$ cat config.mk
export PLATFORM = sky130hd
export DESIGN_NAME = fxadd_cc_unit
export DESIGN_NICKNAME = d
export VERILOG_FILES = /design/src/rtl/fxadd_pkg.sv /design/src/rtl/fxadd_operand_prep.sv /design/src/rtl/fxadd_core.sv /design/src/rtl/fxadd_cc_unit.sv
export SDC_FILE = /design/constraint.sdc
export NUM_CORES = 1
export LEC_CHECK = 0
export ABC_CLOCK_PERIOD_IN_PS = 1400
export BUFFER_PORTS_ARGS = -buffer_cell sky130_fd_sc_hd__buf_2
export CAP_MARGIN = 10
export CORE_ASPECT_RATIO = 1.75
export CORE_MARGIN = 8
export CORE_UTILIZATION = 54
export CTS_CLUSTER_DIAMETER = 150
export DETAILED_ROUTE_END_ITERATION = 6
export PLACE_DENSITY = 0.87
export SYNTH_ARGS = -nofsm -noshare
export SYNTH_HDL_FRONTEND = slang
export SYNTH_SLANG_ARGS = --single-unit
$ cat constraint.sdc
create_clock -name clk -period 1.4 [get_ports clk]
set_input_delay 0.21 -clock clk [delete_from_list [all_inputs] [get_ports clk]]
set_output_delay 0.21 -clock clk [all_outputs]
set_load 0.02 [all_outputs]
$ cat src/rtl/fxadd_pkg.sv
package fxadd_pkg;
  typedef enum logic [1:0] {
    OP_ADDW  = 2'd0,
    OP_ADDH  = 2'd1,
    OP_ADDL  = 2'd2,
    OP_AND   = 2'd3
  } fx_op_e;

  typedef struct packed {
    logic [1:0] cc;
    logic       irq;
  } fx_flags_t;
endpackage

$ cat src/rtl/fxadd_operand_prep.sv
module fxadd_operand_prep
  import fxadd_pkg::*;
#(
  parameter int W  = 32,
  parameter int HW = 16
) (
  input  fx_op_e         op,
  input  logic [W-1:0]   b_in,
  output logic [W-1:0]   b_out
);
  always_comb begin
    if (op == OP_ADDH) b_out = {{(W-HW){b_in[HW-1]}}, b_in[HW-1:0]};
    else               b_out = b_in;
  end
endmodule

$ cat src/rtl/fxadd_core.sv
module fxadd_core
  import fxadd_pkg::*;
#(
  parameter int W = 32
) (
  input  fx_op_e        op,
  input  logic [W-1:0]  a,
  input  logic [W-1:0]  b,
  input  logic          mask,
  output logic [W-1:0]  res,
  output fx_flags_t     flags
);
  logic [W:0] sum_ext;
  logic       sovf;
  logic       nz;

  always_comb begin
    sum_ext = {1'b0, a} + {1'b0, b};
    sovf    = (a[W-1] == b[W-1]) && (sum_ext[W-1] != a[W-1]);
    res     = (op == OP_AND) ? (a & b) : sum_ext[W-1:0];
    nz      = |res;
    flags   = '0;
    unique case (op)
      OP_ADDW, OP_ADDH: begin
        if (sovf)            flags.cc = 2'd3;
        else if (!nz)        flags.cc = 2'd0;
        else if (res[W-1])   flags.cc = 2'd1;
        else                 flags.cc = 2'd2;
        flags.irq = sovf & mask;
      end
      OP_ADDL: flags.cc = {sum_ext[W], nz};
      default: flags.cc = {1'b0, nz};
    endcase
  end
endmodule

$ cat src/rtl/fxadd_cc_unit.sv
module fxadd_cc_unit
  import fxadd_pkg::*;
#(
  parameter int W  = 32,
  parameter int HW = 16
) (
  input  logic          clk,
  input  logic          rst_n,
  input  logic          in_valid,
  input  logic [1:0]    op_sel,
  input  logic [W-1:0]  opnd_a,
  input  logic [W-1:0]  opnd_b,
  input  logic          ovf_mask,
  output logic [W-1:0]  res_q,
  output logic [1:0]    cc_q,
  output logic          ovf_irq_q
);
  logic          rst_s1, rst_sync_n;
  fx_op_e        op;
  logic [W-1:0]  b_prep, res_d;
  fx_flags_t     flags_d;

  always_ff @(posedge clk or negedge rst_n) begin
    if (!rst_n) begin
      rst_s1     <= 1'b0;
      rst_sync_n <= 1'b0;
    end else begin
      rst_s1     <= 1'b1;
      rst_sync_n <= rst_s1;
    end
  end

  assign op = fx_op_e'(op_sel);

  fxadd_operand_prep #(.W(W), .HW(HW)) u_prep (
    .op(op), .b_in(opnd_b), .b_out(b_prep)
  );

  fxadd_core #(.W(W)) u_core (
    .op(op), .a(opnd_a), .b(b_prep), .mask(ovf_mask),
    .res(res_d), .flags(flags_d)
  );

  always_ff @(posedge clk or negedge rst_sync_n) begin
    if (!rst_sync_n) begin
      res_q     <= '0;
      cc_q      <= '0;
      ovf_irq_q <= 1'b0;
    end else if (in_valid) begin
      res_q     <= res_d;
      cc_q      <= flags_d.cc;
      ovf_irq_q <= flags_d.irq;
    end
  end

  assert_irq_cc3_R5: assert property (@(posedge clk) disable iff (!rst_sync_n)
    ovf_irq_q |-> (cc_q == 2'd3));
  assert_hold_R7: assert property (@(posedge clk) disable iff (!rst_sync_n)
    $past(rst_sync_n) && !$past(in_valid) |-> $stable(res_q) && $stable(cc_q) && $stable(ovf_irq_q));
  assert_and_cc_R2: assert property (@(posedge clk) disable iff (!rst_sync_n)
    in_valid && op == OP_AND |=> cc_q <= 2'd1 && !ovf_irq_q);
  assert_logical_noirq_R6: assert property (@(posedge clk) disable iff (!rst_sync_n)
    in_valid && op == OP_ADDL |=> !ovf_irq_q);
  assert_reset_R8: assert property (@(posedge clk)
    !rst_sync_n |-> res_q == '0 && cc_q == 2'd0 && !ovf_irq_q);
endmodule

==> impl_metrics.csv, run 1 <==
group,metric,value,unit
run_status,outcome,"stopped before the end",
run_status,failing_step,"global routing",
run_status,first-error,"[ERROR DPL-0038] Utilization greater than 100%, impossible to legalize",
floorplan,placementRows,41,
clocking,h_tree_levels,2,
synthesis,synth_top_cells_by_area,"sky130_fd_sc_hd__dfrtp_1 24%, sky130_fd_sc_hd__ha_1 10%, sky130_fd_sc_hd__a21oi_1 6.5%",
floorplan,die_h,129,µm
floorplan,io_pins,105,
synthesis,post_synth_instance_area,3920,µm²
synthesis,synth.distinct_cells,63,
synthesis,synth.ff_latch_count,37,
synthesis,post_synth.cell_area_avg,7.77,µm²
synthesis,ys_dominant_reg_cell,"sky130_fd_sc_hd__dfrtp_1",
clocking,tritoncts.num_buffers,5,
clocking,clk_root_buffer_cell,"sky130_fd_sc_hd__clkbuf_16",
grt,grt_start_max_net_pins,36,
placed_design,place.port_buffers,104,
clocking,cts.path.max_buffers,2,
synthesis,synth.yosys.seq_area_share,0.236,
placed_design,place_congestion,0.930,
synthesis,post_synth_edffs,0,
synthesis,ys_warn_count,0,
placed_design,post_dp_cell_area,5920,µm²
synthesis,synthArstFlopShare,1.00,
clocking,cts.sink_count,37,
synthesis,yosys.area.top_type,"sky130_fd_sc_hd__dfrtp_1",
synthesis,area_share_of_the_largest_cell_type_after_synthesis,0.236,
floorplan,die_w,80.4,µm
floorplan,initial_core_util,0.549,
placed_design,dpl.hpwl,13.4,mm
synthesis,syn-num-nets,607,
synthesis,gate_count_after_technology_mapping,504,
[per-stage QoR]
step                      worst slack (ns)  utilization  instances
after detailed placement             -2.20        0.830        811
after floorplan                      -1.75            -        504
after global placement               -2.02        0.830        811
after CTS                            -1.75        0.933        834
[cells in the mapped netlist, types with 3 or more instances]
cell type	n
sky130_fd_sc_hd__nand2b_1	6
sky130_fd_sc_hd__nand4_1	7
sky130_fd_sc_hd__and3_1	9
sky130_fd_sc_hd__inv_1	12
sky130_fd_sc_hd__nor3b_1	4
sky130_fd_sc_hd__and4_1	4
sky130_fd_sc_hd__a31oi_1	17
sky130_fd_sc_hd__xor2_1	7
sky130_fd_sc_hd__nor4b_1	3
sky130_fd_sc_hd__dfrtp_1	37
sky130_fd_sc_hd__or3_1	3
sky130_fd_sc_hd__nand3_1	7
sky130_fd_sc_hd__nor2_1	40
sky130_fd_sc_hd__ha_1	32
sky130_fd_sc_hd__and2_1	4
sky130_fd_sc_hd__mux2i_1	11
sky130_fd_sc_hd__o31ai_1	4
sky130_fd_sc_hd__o21ai_0	44
sky130_fd_sc_hd__nand3b_1	3
sky130_fd_sc_hd__nand2_1	59
sky130_fd_sc_hd__a21oi_1	51
sky130_fd_sc_hd__nor3_1	10
sky130_fd_sc_hd__mux2_2	11
sky130_fd_sc_hd__clkbuf_1	27
sky130_fd_sc_hd__o211ai_1	9
sky130_fd_sc_hd__a21o_1	10
sky130_fd_sc_hd__o21a_1	5
sky130_fd_sc_hd__xnor2_1	15
sky130_fd_sc_hd__buf_2	3
sky130_fd_sc_hd__a211oi_1	7
[repair_timing]
action / in CTS
pin swaps: 64
endpoints found under the hold margin: 2
setup buffers: 21
setup endpoints to repair: 31
hold buffers: 1
resized for setup: 94
[cells by family after synthesis]
logic type / share of synthesized area
muxes: 0.0598
DFF: 0.236
AOI/OAI and AO/OA: 0.294
buffers and inverters: 0.0451
xor gates and xnor gates: 0.0492
other: 0.000958
adders and majority gates: 0.107
and+or+nand+nor: 0.207
==> run 2: changes to the inputs <==
- CORE_ASPECT_RATIO: 1.75 -> not set
- CORE_UTILIZATION: 54 -> 40
- CTS_CLUSTER_DIAMETER: 150 -> not set
- PLACE_DENSITY: 0.87 -> not set
- PLACE_DENSITY_LB_ADDON: not set -> 0.15
==> run 2 against run 1 <==
Net effect:
- synthesized cell count unchanged
- the flow now finishes, with violations (negative setup slack)
- area after synthesis unchanged
==> impl_metrics.csv, run 2 <==
group,metric,value,unit
sta,tns,-25.58,ns
synthesis,synth_commonest_cells,"59 x sky130_fd_sc_hd__nand2_1, 51 x sky130_fd_sc_hd__a21oi_1, 44 x sky130_fd_sc_hd__o21ai_0",
clocking,clk_root_buffer_cell,"sky130_fd_sc_hd__clkbuf_8",
grt,grt_usage,0.219,
cells_and_area,fin_util,0.736,
pwr,power.ir.vdd_worst,0.515,mV
min_path,holdCritPathClass,"in2async",
synthesis,post_synth.cell_area_avg,7.77,µm²
floorplan,die_h,115,µm
sta,finalHoldViolations,0,
setup_path,ff_to_ff_path_depth,1,
setup_path,start_kind,"input port",
synthesis,synth_top_cells_by_area,"sky130_fd_sc_hd__dfrtp_1 24%, sky130_fd_sc_hd__ha_1 10%, sky130_fd_sc_hd__a21oi_1 6.5%",
sta,timing.final.crit_share,2.13,
synthesis,ys_dominant_reg_cell,"sky130_fd_sc_hd__dfrtp_1",
setup_path,cell_by_cell_listing_of_the_critical_path,"buf_6 -> ha_4 -> fa_2 -> a21o_1 -> a221oi_4 -> buf_6 -> o211ai_1 -> a31oi_1 -> xnor2_1 -> mux2i_1 -> nand4_1 -> nor4b_2 -> nand4_1 -> a2111oi_2 -> o22ai_1",
run_status,outcome,"finished with violations",
run_status,failed_checks,"negative setup slack",
clocking,tritoncts.num_buffers,5,
setup_path,worstPathRequired,1.57,ns
pwr,leakagePower,3.26,nW
floorplan,io_pins,105,
grt,grt_pass1_wl,24.0,mm
synthesis,syn-num-nets,607,
clocking,h_tree_levels,2,
setup_path,critical_path_peak_fanout,6,
synthesis,synth.ff_latch_count,37,
sta,post-route-min-period,2.98,ns
clocking,path_clk_slew,0.08,ns
routing,detailedRoute.firstPassIterationCount,5,
placed_design,place_inst,860,
cells_and_area,finalNetCount,866,
setup_path,path_class,"in2reg",
setup_path,critical_path_cell_count,15,
synthesis,gate_count_after_technology_mapping,504,
routing,vias_per_cell,5.61,
routing,initialDrtViolationCount,265,
setup_path,critPathSlowestCell,"sky130_fd_sc_hd__fa_2",
sta,maxClockFrequency,335,MHz
floorplan,core_region_area,9640,µm²
sta,finClkSkew,0.0100,ns
synthesis,post_synth_edffs,0,
synthesis,synth.yosys.seq_area_share,0.236,
cells_and_area,design_area,7100,µm²
routing,count_of_nets_left_with_antenna_violations_after_detail_routing,0,
cells_and_area,largest-register,"res_q",
cells_and_area,largest_register_ff_count,32,
placed_design,post_dp_cell_area,6000,µm²
cells_and_area,most_common_cell_after_layout_fill_and_taps_aside,"sky130_fd_sc_hd__buf_4",
setup_path,critical-path-top-delay-family,"compound AO/OA/AOI/OAI gates",
flow_run,maxCapViolCount,0,
cells_and_area,n_antenna_cell,0,
sta,setup_viol,33,
synthesis,post_synth_instance_area,3920,µm²
synthesis,yosys.area.top_type,"sky130_fd_sc_hd__dfrtp_1",
setup_path,worstSetupEndpointType,"flip-flop",
routing,routed_wirelength,15.4,mm
cells_and_area,fillerInstances,720,
synthesis,ys_warn_count,0,
sta,rsz0062_at_grt,"yes",
clocking,cts.sink_count,37,
setup_path,worst-path-buf-inv,2,
grt,grt_antenna_before_repair,0,
placed_design,dpl.hpwl,11.4,mm
floorplan,fp.dieArea,13200,µm²
sta,final_critical_path_setup_slack,-1.58,ns
setup_path,critPathMaxStageDelay,0.34,ns
cells_and_area,largestRegisters,"res_q: 32 flops, cc_q: 2 flops",
routing,routed_wire_length_per_instance,17.2,µm
synthesis,synthArstFlopShare,1.00,
routing,dr_total_vias,5031,
grt,grt_start_max_net_pins,36,
routing,post-route-drc-count,0,
grt,grt_pass1_vias,4955,
cells_and_area,drive_gt1_frac,0.580,
grt,globalRouteOverflowTotal,0,
placed_design,place_congestion,0.888,
clocking,clock_latency_at_the_later_pin_of_the_worst_skew_pair,0.29,ns
pwr,cellPowerDensity,899,nW/µm²
synthesis,yosysMostFrequentCell,"sky130_fd_sc_hd__nand2_1",
sta,slew_violations,0,
setup_path,worst-endpoint-arrival,3.15,ns
placed_design,place.port_buffers,104,
floorplan,die_w,115,µm
synthesis,synth.distinct_cells,63,
cells_and_area,area_growth,81.2,%
cells_and_area,finalNonFillerCells,897,
clocking,cts.path.max_buffers,2,
pwr,total_power,6.38,mW
clocking,tritoncts,"built",
synthesis,area_share_of_the_largest_cell_type_after_synthesis,0.236,
floorplan,placementRows,36,
floorplan,initial_core_util,0.406,
cells_and_area,layout.cells.most_common_list,"159 x sky130_fd_sc_hd__buf_4, 96 x sky130_fd_sc_hd__buf_2, 46 x sky130_fd_sc_hd__nand2_1, 37 x sky130_fd_sc_hd__dfrtp_1, 34 x sky130_fd_sc_hd__nor2_1",
## run 2: cell counts after synthesis
Identical to the previous run, type by type.
## run 2: worst paths after layout
kind | from | endpoint | slack, ns
worst max-delay path | opnd_b[0] | cc_q[0] | -1.58
worst min-delay path | rst_n | rst_s1 | 0.23
worst max register to register | res_q[24] | res_q[24] | 0.62
worst min register to register | rst_sync_n | res_q[5] | 0.28
max in group asynchronous | rst_sync_n | res_q[1] | 0.78
min in group clk | ovf_mask | ovf_irq_q | 0.23
## run 2: stage by stage
stage	setup slack (ns)	hold WS, ns
after global placement	-2.02	-0.00525
after floorplan	-1.75	-0.0856
after CTS	-1.57	0.224
after global routing	-1.80	0.215
after detailed placement	-2.08	-0.00300
final	-1.58	0.226
## run 2: area by class of cell
class                           count  area [µm²]  area share
Clock inverter                      2        37.5     0.00529
Timing Repair Buffer              284        2030       0.287
Tap cell                          133         166      0.0235
Inverter                           12        50.0     0.00705
Clock buffer                        6        82.6      0.0116
Multi-Input combinational cell    423        3800       0.535
Sequential cell                    37         926       0.130
## run 2: kinds of logic (layout without fill, tap and decap cells)
group | after synthesis | in the layout | share of synthesized area
DFF | 37 | 37 | 0.236
xor gates and xnor gates | 22 | 22 | 0.0492
and+or+nand+nor | 166 | 166 | 0.207
buffers and inverters | 44 | 304 | 0.0451
muxes | 22 | 22 | 0.0598
AOI/OAI and AO/OA | 179 | 179 | 0.294
adders and majority gates | 33 | 33 | 0.107
other | 1 | 1 | 0.000958
## run 2: routing by layer
| metal | global-route usage | share of wire | vias up |
|---|---|---|---|
| met5 | 0 | 0 | - |
| met4 | 0.0569 | 0.029 | 0 |
| met3 | 0.0278 | 0.049 | 37 |
| met2 | 0.406 | 0.52 | 157 |
| met1 | 0.259 | 0.40 | 2437 |
| li1 | - | - | 2400 |
## run 2: report_power, final
| part | internal [mW] | total [mW] | leakage, nW | switching (mW) |
|---|---|---|---|---|
| Combinational | 2.01 | 4.01 | 2.77 | 2.00 |
| Clock | 0.579 | 0.966 | 0.0574 | 0.387 |
| Sequential | 1.27 | 1.40 | 0.429 | 0.121 |
| Total | 3.87 | 6.38 | 3.26 | 2.51 |
## run 2: repair_timing
item                                    4_1_cts  5_1_grt
pin swaps                                    62       57
cloned                                        0        0
hold endpoints to repair                      2        0
endpoints found under the setup margin       32       32
gates resized for setup                      86       74
setup buffers                                18       14
hold buffers                                  1        0
Note: power is estimated with default switching activity, not from simulation.
==> run 3: changes to the inputs <==
- CORE_ASPECT_RATIO: not set -> 1.25
==> run 3 against run 2 <==
Net effect:
- the flow still finishes with violations (negative setup slack)
- sequential power about the same
- non-clock buffer count decreased by 3
- flip-flop and latch count unchanged
- core utilization increased by 1.2 points
- via count about the same
- routed wire length increased by 5.0%
- register-to-register slack about the same
- total power increased by 7.0%
- first-iteration DRC count decreased by 27%
- critical path depth increased by 1
- hold slack got worse by 0.0081 ns
- clock skew decreased by 0.0041 ns
- critical path type unchanged
- largest cell class unchanged
==> impl_metrics.csv, run 3 (synthesis results as in run 2) <==
group,metric,value,unit
run_status,outcome,"finished with violations",
run_status,failed_checks,"negative setup slack",
grt,grt_pass1_vias,5356,
placed_design,place_ws,-2.12,ns
min_path,worst_hold_startpoint,"in_valid",
clocking,clk_root_buffer_cell,"sky130_fd_sc_hd__clkbuf_16",
cells_and_area,area_growth,82.6,%
clocking,cts.path.max_buffers,2,
sta,maxClockFrequency,306,MHz
setup_path,ff_to_ff_path_depth,2,
clocking,tritoncts,"built",
pwr,power.switching,2.58,mW
cells_and_area,n_antenna_cell,0,
setup_path,worstPathRequired,1.55,ns
pwr,share_comb_of_total_power,0.578,
cells_and_area,fillerInstances,664,
cells_and_area,multi_input_comb_area,3780,µm²
setup_path,path_class,"in2reg",
routing,post-route-drc-count,0,
grt,grt_antenna_before_repair,0,
setup_path,startpoint,"opnd_b[0]",
setup_path,worstSetupEndpointType,"flip-flop",
cells_and_area,finalNonFillerCells,887,
pwr,p_sw_frac,0.378,
min_path,holdCritPathClass,"in2reg",
floorplan,core_region_area,9560,µm²
cells_and_area,most_common_cell_after_layout_fill_and_taps_aside,"sky130_fd_sc_hd__buf_4",
setup_path,critical_path_peak_fanout,4,
cells_and_area,drive_gt1_frac,0.570,
placed_design,post_dp_cell_area,5980,µm²
sta,finalHoldViolations,0,
routing,dr_total_vias,5026,
sta,setup_viol,32,
placed_design,place.port_buffers,104,
pwr,pwr-share-seq,0.205,
cells_and_area,ff_latch_area,926,µm²
grt,globalRouteOverflowTotal,0,
clocking,h_tree_levels,2,
setup_path,regToRegStartpoint,"cc_q[1]",
cells_and_area,largest-register,"res_q",
placed_design,place_congestion,0.931,
routing,count_of_nets_left_with_antenna_violations_after_detail_routing,0,
setup_path,worst-endpoint-arrival,3.42,ns
floorplan,initial_core_util,0.410,
routing,vias_per_cell,5.67,
routing,initialDrtViolationCount,194,
cells_and_area,largestRegisters,"res_q: 32 flops, cc_q: 2 flops",
pwr,power.ir.vdd_worst,1.04,mV
floorplan,io_pins,105,
grt,grt_usage,0.229,
routing,detailedRoute.firstPassIterationCount,5,
cells_and_area,layout.cells.most_common_list,"149 x sky130_fd_sc_hd__buf_4, 95 x sky130_fd_sc_hd__buf_2, 47 x sky130_fd_sc_hd__nand2_1, 38 x sky130_fd_sc_hd__nor2_1, 37 x sky130_fd_sc_hd__dfrtp_1",
pwr,leakagePower,3.26,nW
grt,grt_pass1_wl,25.6,mm
clocking,clock_latency_at_the_later_pin_of_the_worst_skew_pair,0.28,ns
sta,slew_violations,0,
cells_and_area,largest_register_ff_count,32,
pwr,p_clk_frac,0.217,
floorplan,fp.dieArea,13200,µm²
routing,routed_wirelength,16.2,mm
sta,final_critical_path_setup_slack,-1.87,ns
sta,timing.final.crit_share,2.34,
sta,post-route-min-period,3.27,ns
routing,routed_wire_length_per_instance,18.2,µm
grt,grt_start_max_net_pins,44,
floorplan,placementRows,40,
min_path,worstHoldPathCells,2,
clocking,tritoncts.num_buffers,5,
floorplan,die_h,127,µm
cells_and_area,design_area,7150,µm²
placed_design,place_inst,851,
sta,rsz0062_at_grt,"yes",
pwr,pint,4.24,mW
pwr,cellPowerDensity,954,nW/µm²
sta,finClkSkew,0.00591,ns
flow_run,maxCapViolCount,0,
placed_design,dpl.hpwl,11.7,mm
clocking,cts.sink_count,37,
floorplan,die_w,104,µm
setup_path,start_kind,"input port",
clocking,path_clk_slew,0.06,ns
cells_and_area,finalNetCount,863,
run 3: changes by cell type in the layout (fill, tap and decap cells not counted), moves of 3 or more:
cell / previous run / this run
sky130_fd_sc_hd__buf_4: 159 / 149
sky130_fd_sc_hd__clkbuf_8: 6 / 0
sky130_fd_sc_hd__mux2_2: 2 / 6
sky130_fd_sc_hd__mux2_4: 9 / 5
sky130_fd_sc_hd__xnor2_1: 6 / 9
sky130_fd_sc_hd__nor2_1: 34 / 38
sky130_fd_sc_hd__buf_6: 24 / 32
sky130_fd_sc_hd__nor2_2: 5 / 1
sky130_fd_sc_hd__clkbuf_16: 0 / 5
run 3: what timing repair did:
action	4_1_cts	5_1_grt
setup buffers	27	20
endpoints found under the setup margin	31	33
hold buffers	1	0
pin swaps	71	50
gates cloned	1	0
endpoints found under the hold margin	2	0
resized for setup	96	68
run 3: layer usage:
metal  wire, µm  global-route usage
met1       6280               0.244
met2       8580               0.436
met3        618              0.0329
met4        691              0.0956
met5          0                   0
run 3: worst paths after layout:
| path | to | slack (ns) |
|---|---|---|
| min in group asynchronous | rst_sync_n | 0.26 |
| worst min-delay path | ovf_irq_q | 0.22 |
| worst min register to register | res_q[31] | 0.28 |
| max in group asynchronous | res_q[3] | 0.78 |
| worst max-delay path | cc_q[0] | -1.87 |
| worst max register to register | cc_q[1] | 0.62 |
run 3: critical path, stage by stage:
cell                        delay, ns
sky130_fd_sc_hd__buf_6           0.10
sky130_fd_sc_hd__ha_4            0.15
sky130_fd_sc_hd__fa_2            0.35
sky130_fd_sc_hd__a21o_1          0.21
sky130_fd_sc_hd__a221oi_4        0.38
sky130_fd_sc_hd__buf_4           0.18
sky130_fd_sc_hd__o211ai_1        0.13
sky130_fd_sc_hd__a31oi_1         0.32
sky130_fd_sc_hd__xnor2_1         0.12
sky130_fd_sc_hd__mux2i_1         0.25
sky130_fd_sc_hd__nand4_1         0.15
sky130_fd_sc_hd__nor4b_2         0.28
sky130_fd_sc_hd__nand4_1         0.14
sky130_fd_sc_hd__buf_6           0.17
sky130_fd_sc_hd__a2111oi_4       0.19
sky130_fd_sc_hd__o22ai_1         0.10
run 3: through the flow:
| stage | setup TNS, ns | hold WS, ns | util | power (mW) |
|---|---|---|---|---|
| floorplan | -24.78 | -0.0856 | - | 3.28 |
| global placement | -35.64 | -0.00564 | 0.626 | 4.58 |
| detailed placement | -36.93 | -0.00373 | 0.626 | 4.64 |
| CTS | -26.37 | 0.216 | 0.713 | 6.59 |
| global route | -30.77 | 0.220 | 0.748 | 7.18 |
| finish | -28.35 | 0.218 | 0.748 | 6.82 |
run 3: area by class of cell:
type	instances	share of cell area
well taps	126	0.0221
clock buffers	5	0.0175
multi-input cells	423	0.529
flip-flops and latches	37	0.130
repair buffers	281	0.285
clock inverters	3	0.00963
inverters	12	0.00700
run 3: power groups by stage:
stage	Combinational (mW)	Clock, mW	Sequential, mW
6_report	3.94	1.48	1.40
5_1_grt	4.21	1.56	1.42
4_1_cts	3.70	1.50	1.40
3_5_place_dp	3.22	0	1.41
3_3_place_gp	3.18	0	1.40
2_1_floorplan	1.61	0	1.67
